[src/rtl/gcv_pkg.sv]
package gcv_pkg;
  typedef enum logic {SRC_COUNT = 1'b0, SRC_EXT = 1'b1} src_sel_e;
  typedef enum logic {SEL_GRAY = 1'b0, SEL_BIN = 1'b1} res_sel_e;
endpackage

[src/rtl/gcv_counter.sv]
module gcv_counter #(
  parameter int W = 8
) (
  input  logic         clk,
  input  logic         rst,
  input  logic         en,
  output logic [W-1:0] cnt
);
  localparam logic [W-1:0] ONE = W'(1);

  always_ff @(posedge clk) begin
    if (rst)     cnt <= '0;
    else if (en) cnt <= cnt + ONE;  // natural wrap at 2**W
  end
endmodule

[src/rtl/gcv_b2g.sv]
module gcv_b2g #(
  parameter int W = 8
) (
  input  logic [W-1:0] bin_in,
  output logic [W-1:0] gray_out
);
  function automatic logic [W-1:0] encode(input logic [W-1:0] b);
    logic [W-1:0] g;
    g[W-1] = b[W-1];
    for (int i = W - 2; i >= 0; i--) g[i] = b[i] ^ b[i+1];
    return g;
  endfunction

  assign gray_out = encode(bin_in);
endmodule

[src/rtl/gcv_g2b.sv]
module gcv_g2b #(
  parameter int W = 8
) (
  input  logic [W-1:0] gray_in,
  output logic [W-1:0] bin_out
);
  // ripple from the top bit downward
  function automatic logic [W-1:0] decode(input logic [W-1:0] g);
    logic [W-1:0] b;
    b[W-1] = g[W-1];
    for (int i = W - 2; i >= 0; i--) b[i] = b[i+1] ^ g[i];
    return b;
  endfunction

  assign bin_out = decode(gray_in);
endmodule

[src/rtl/gcv_unit.sv]
module gcv_unit
  import gcv_pkg::*;
#(
  parameter int W = 8
) (
  input  logic         clk,
  input  logic         rst,
  input  logic         cnt_en,
  input  logic         src_ext,
  input  logic         out_bin,
  input  logic [W-1:0] din,
  output logic [W-1:0] dout
);
  src_sel_e     src_sel;
  res_sel_e     res_sel;
  logic [W-1:0] cnt_q;
  logic [W-1:0] src_val;
  logic [W-1:0] gray_w;
  logic [W-1:0] bin_w;
  logic [W-1:0] res_w;

  assign src_sel = src_sel_e'(src_ext);
  assign res_sel = res_sel_e'(out_bin);

  gcv_counter #(.W(W)) u_cnt (
    .clk(clk), .rst(rst), .en(cnt_en), .cnt(cnt_q)
  );

  assign src_val = (src_sel == SRC_EXT) ? din : cnt_q;

  gcv_b2g #(.W(W)) u_enc (.bin_in(src_val), .gray_out(gray_w));
  gcv_g2b #(.W(W)) u_dec (.gray_in(src_val), .bin_out(bin_w));

  assign res_w = (res_sel == SEL_BIN) ? bin_w : gray_w;

  always_ff @(posedge clk) begin
    if (rst) dout <= '0;
    else     dout <= res_w;
  end
endmodule

[config.mk]
export PLATFORM = sky130hd
export DESIGN_NAME = gcv_unit
export DESIGN_NICKNAME = d
export VERILOG_FILES = /design/src/rtl/gcv_pkg.sv /design/src/rtl/gcv_counter.sv /design/src/rtl/gcv_b2g.sv /design/src/rtl/gcv_g2b.sv /design/src/rtl/gcv_unit.sv
export SDC_FILE = /design/constraint.sdc
export NUM_CORES = 1
export LEC_CHECK = 0
export ABC_AREA = 1
export BUFFER_PORTS_ARGS = -buffer_cell sky130_fd_sc_hd__buf_4
export CORE_UTILIZATION = 50
export CTS_BUF_LIST = sky130_fd_sc_hd__clkbuf_8 sky130_fd_sc_hd__clkbuf_16
export DETAILED_ROUTE_END_ITERATION = 8
export PLACE_DENSITY = 0.79
export SYNTH_ARGS = -nofsm -noshare
export SYNTH_HDL_FRONTEND = slang
export SYNTH_SLANG_ARGS = --single-unit
[constraint.sdc]
create_clock -name clk -period 1.6 [get_ports clk]
set_input_delay 0.24 -clock clk [delete_from_list [all_inputs] [get_ports clk]]
set_output_delay 0.24 -clock clk [all_outputs]
set_load 0.05 [all_outputs]
==> metrics.txt <==
# TYPE chip_impl_metric gauge
chip_impl_metric{name="cellLeakagePower",unit="nW"} 0.530
chip_impl_metric{name="maxSlewHeadroom",unit="%"} 83.8
chip_impl_info{name="netlist_top_cells_count",value="sky130_fd_sc_hd__nand2_1, sky130_fd_sc_hd__dfxtp_1, sky130_fd_sc_hd__nor2_1, sky130_fd_sc_hd__inv_1"} 1
chip_impl_info{name="crit_path_end_kind",value="flip-flop"} 1
chip_impl_metric{name="dieArea",unit="mm2"} 0.00196
chip_impl_metric{name="synthSimpleGateAreaFrac",unit="%"} 39.6
chip_impl_info{name="cpMaxStageDelayCell",value="sky130_fd_sc_hd__dfxtp_1"} 1
chip_impl_metric{name="mappedNetlistNets",unit=""} 149
chip_impl_metric{name="synth_adder_area_share",unit="%"} 1.40
chip_impl_metric{name="report.final.setup_viol",unit=""} 0
chip_impl_metric{name="drc_errors",unit=""} 1
chip_impl_metric{name="cts.htree.levels",unit=""} 1
chip_impl_metric{name="grt_util_all_layers",unit="%"} 22.6
chip_impl_metric{name="synth.ff_latch_count",unit=""} 16
chip_impl_metric{name="grt_antenna_before_repair",unit=""} 0
chip_impl_metric{name="ios",unit=""} 21
chip_impl_info{name="grt_setup_unrepaired",value="no"} 1
chip_impl_metric{name="finalHoldViolations",unit=""} 0
chip_impl_metric{name="yosysWarningCount",unit=""} 0
chip_impl_metric{name="die_width",unit="um"} 44.3
chip_impl_metric{name="grt_overflow",unit=""} 0
chip_impl_metric{name="totalPowerFinal",unit="mW"} 1.05
chip_impl_metric{name="fmax",unit="MHz"} 691
chip_impl_metric{name="post_synth.cell_area_avg",unit="um2"} 6.62
chip_impl_metric{name="cts.sink_count",unit=""} 16
chip_impl_metric{name="portBuffers",unit=""} 20
chip_impl_metric{name="cp.arrival",unit="ns"} 1.59
chip_impl_metric{name="worst_pin_slew",unit="ns"} 0.236
chip_impl_info{name="critPathKind",value="reg -> reg"} 1
chip_impl_metric{name="initial_utilization",unit="%"} 56.0
chip_impl_info{name="crit_path_start_kind",value="flip-flop"} 1
chip_impl_metric{name="power_density",unit="mW/mm2"} 925
chip_impl_info{name="cpMostUsedCell",value="sky130_fd_sc_hd__nand2_1"} 1
chip_impl_metric{name="largest_net_degree_at_the_start_of_global_routing",unit=""} 15
chip_impl_metric{name="cts_inserted_buffers",unit=""} 3
chip_impl_metric{name="synth.area.mux_share",unit="%"} 1.12
chip_impl_metric{name="final.period_utilization",unit="%"} 90.4
chip_impl_info{name="holdCritPathClass",value="in -> reg"} 1
chip_impl_info{name="yosys.cell_count.top_type",value="sky130_fd_sc_hd__nand2_1"} 1
chip_impl_metric{name="route.detailed.wl_per_inst",unit="um"} 10.2
chip_impl_metric{name="grt_first_pass_wirelength",unit="um"} 3230
chip_impl_metric{name="async_reset_ff_share",unit="%"} 0
chip_impl_metric{name="synthXorXnorAreaFrac",unit="%"} 0.980
chip_impl_info{name="tritoncts_clock_tree",value="built"} 1
chip_impl_info{name="cts_root_buf",value="sky130_fd_sc_hd__clkbuf_8"} 1
chip_impl_metric{name="critical_path.max_fanout",unit=""} 3
chip_impl_info{name="failed_checks",value="DRC"} 1
chip_impl_metric{name="hold-path-cell-count",unit=""} 2
chip_impl_metric{name="ir_worst_vdd",unit="mV"} 0.647
chip_impl_metric{name="timing.setup.tns",unit="ns"} 0
chip_impl_metric{name="initial_detailed_routing_violation_count",unit=""} 14
chip_impl_metric{name="timing.reg2reg.worst_path_depth",unit=""} 13
chip_impl_metric{name="pre_cts_ws",unit="ns"} 0.00539
chip_impl_metric{name="vias_in_the_first_global_route",unit=""} 823
chip_impl_metric{name="critPathMaxStageDelay",unit="ns"} 0.32
chip_impl_metric{name="final-max-slew-violation-count",unit=""} 0
chip_impl_info{name="path_cells",value="inv_1, nand2_1, nand2_2, nand2_2, nand2_1, nand2_1, nand3_2, nand2_1, nand2_1, o21a_1, nand2_1, nand2_1, nor2_2"} 1
chip_impl_metric{name="num_antenna_cells",unit=""} 0
chip_impl_metric{name="clock_latency",unit="ns"} 0.25
chip_impl_metric{name="gp_congestion",unit=""} 0.864
chip_impl_metric{name="syn_to_final_growth",unit="%"} 27.2
chip_impl_metric{name="viasPerCell",unit=""} 4.91
chip_impl_metric{name="synthCells",unit=""} 135
chip_impl_info{name="post_synth_top_flop",value="sky130_fd_sc_hd__dfxtp_1"} 1
chip_impl_metric{name="core_region_area",unit="mm2"} 0.00159
chip_impl_metric{name="detailroute.via_count",unit=""} 899
chip_impl_metric{name="final_layout_size_suffix_gt1_share",unit="%"} 26.4
chip_impl_metric{name="final.setup.worst_slack",unit="ns"} 0.153
chip_impl_metric{name="route.antenna.remaining_nets",unit=""} 0
chip_impl_metric{name="clock-skew-final",unit="ns"} 0.00182
chip_impl_metric{name="hold-worst-slack",unit="ns"} 0.208
chip_impl_info{name="synth_area_leader_cell",value="sky130_fd_sc_hd__dfxtp_1"} 1
chip_impl_metric{name="net_count_of_the_finished_layout",unit=""} 174
chip_impl_metric{name="cap_violations",unit=""} 0
chip_impl_metric{name="cts.reportedPaths.clkPinSlew",unit="ns"} 0.06
chip_impl_metric{name="critPathRequiredTime",unit="ns"} 1.75
chip_impl_metric{name="clock_path_buffers",unit=""} 2
chip_impl_metric{name="drt_wl_total",unit="um"} 1860
chip_impl_info{name="netlist_top_cells_area",value="sky130_fd_sc_hd__dfxtp_1, sky130_fd_sc_hd__nand2_1, sky130_fd_sc_hd__nor2_1, sky130_fd_sc_hd__nand2_2, sky130_fd_sc_hd__a21oi_1"} 1
chip_impl_metric{name="part_of_the_yosys_area_used_for_sequential_elements",unit="%"} 35.9
chip_impl_metric{name="syn_area",unit="um2"} 893
chip_impl_metric{name="placement_rows",unit=""} 14
chip_impl_metric{name="dr.pass1.iters",unit=""} 8
chip_impl_metric{name="dp_hpwl",unit="um"} 1400
chip_impl_info{name="main_combinational_cell_family_by_area_after_synthesis",value="simple AND/OR/NAND/NOR gates"} 1
chip_impl_metric{name="period_minus_slack",unit="ns"} 1.45
chip_impl_metric{name="post_cts_hold_buffer_count",unit=""} 0
chip_impl_metric{name="synth_edf_count",unit=""} 0
chip_impl_metric{name="die_y",unit="um"} 44.3
chip_impl_metric{name="final_core_util",unit="%"} 71.3
chip_impl_metric{name="synth-compound-area-share",unit="%"} 13.9
chip_impl_info{name="run_status",value="finished with violations"} 1
chip_impl_metric{name="netlist-cell-type-count",unit=""} 22
chip_impl_metric{name="synth_top_area_share",unit="%"} 35.9
-- routing by layer --
metal | up-vias | track usage, % | share of wire [%]
met3 | 4 | 6.94 | 2.9
li1 | 479 | - | -
met2 | 16 | 38.5 | 50
met1 | 400 | 25.5 | 46
met5 | - | 0 | 0
met4 | 0 | 10.9 | 1.0
-- sequential cells by signal, summed over array words and instances, names as in the netlist --
| signal | count |
|---|---|
| u_cnt.cnt | 8 |
| dout | 8 |
-- worst max-delay path: cells and delay by family, from the launching register on --
kind                   cells  cell delay (ns)
AND/OR/NAND/NOR           11             0.81
flip-flops                 1             0.32
AO/OA/AOI/OAI              1             0.14
buffers and inverters      1             0.09
-- metrics by stage --
step	area (um2)	std cells
global route	1140	183
CTS	1120	182
detailed placement	1060	178
finish	1140	183
global placement	1060	178
floorplan	893	135
-- where the power goes --
group,total (mW),internal (mW),switching (mW)
Sequential,0.431,0.422,0.00891
Combinational,0.263,0.0939,0.169
Clock,0.358,0.218,0.139
-- placed cells by master (no fill, tap or decap), types with 2 or more instances in the layout --
master / count
sky130_fd_sc_hd__nor2_1: 14
sky130_fd_sc_hd__inv_1: 11
sky130_fd_sc_hd__clkbuf_8: 4
sky130_fd_sc_hd__buf_4: 21
sky130_fd_sc_hd__inv_2: 2
sky130_fd_sc_hd__nand3_1: 9
sky130_fd_sc_hd__nand3_2: 3
sky130_fd_sc_hd__o21ai_1: 4
sky130_fd_sc_hd__a21oi_1: 9
sky130_fd_sc_hd__o21a_1: 2
sky130_fd_sc_hd__nor3_1: 3
sky130_fd_sc_hd__nand2_2: 8
sky130_fd_sc_hd__nand2_1: 38
sky130_fd_sc_hd__dfxtp_1: 16
sky130_fd_sc_hd__o21ai_0: 6
-- layout make-up --
type / count / area, um2
Tap cell: 24 / 30.0
Sequential cell: 16 / 320
Timing Repair Buffer: 21 / 158
Inverter: 14 / 52.6
Multi-Input combinational cell: 104 / 520
Fill cell: 127 / 458
Clock buffer: 4 / 55.1
-- cell families after synthesis --
family / after synthesis
xor gates and xnor gates: 1
AOI/OAI and AO/OA: 23
muxes: 1
DFF: 16
and+or+nand+nor: 78
buffers and inverters: 15
adders and majority gates: 1
-- path summary, 6_finish.rpt --
| kind | startpoint | slack (ns) | endpoint |
|---|---|---|---|
| max reg2reg | u_cnt.cnt[6] | 0.15 | dout[2] |
| max | u_cnt.cnt[6] | 0.15 | dout[2] |
| min reg2reg | u_cnt.cnt[6] | 0.50 | u_cnt.cnt[7] |
| min | cnt_en | 0.21 | u_cnt.cnt[1] |
-- what timing repair did --
action                     in CTS  in global routing
resized for setup               0                  4
hold endpoints to repair        0                  0
setup endpoints to repair       0                  5
buffers inserted                0                  1
No activity file was read; power rests on OpenSTA's default activity.
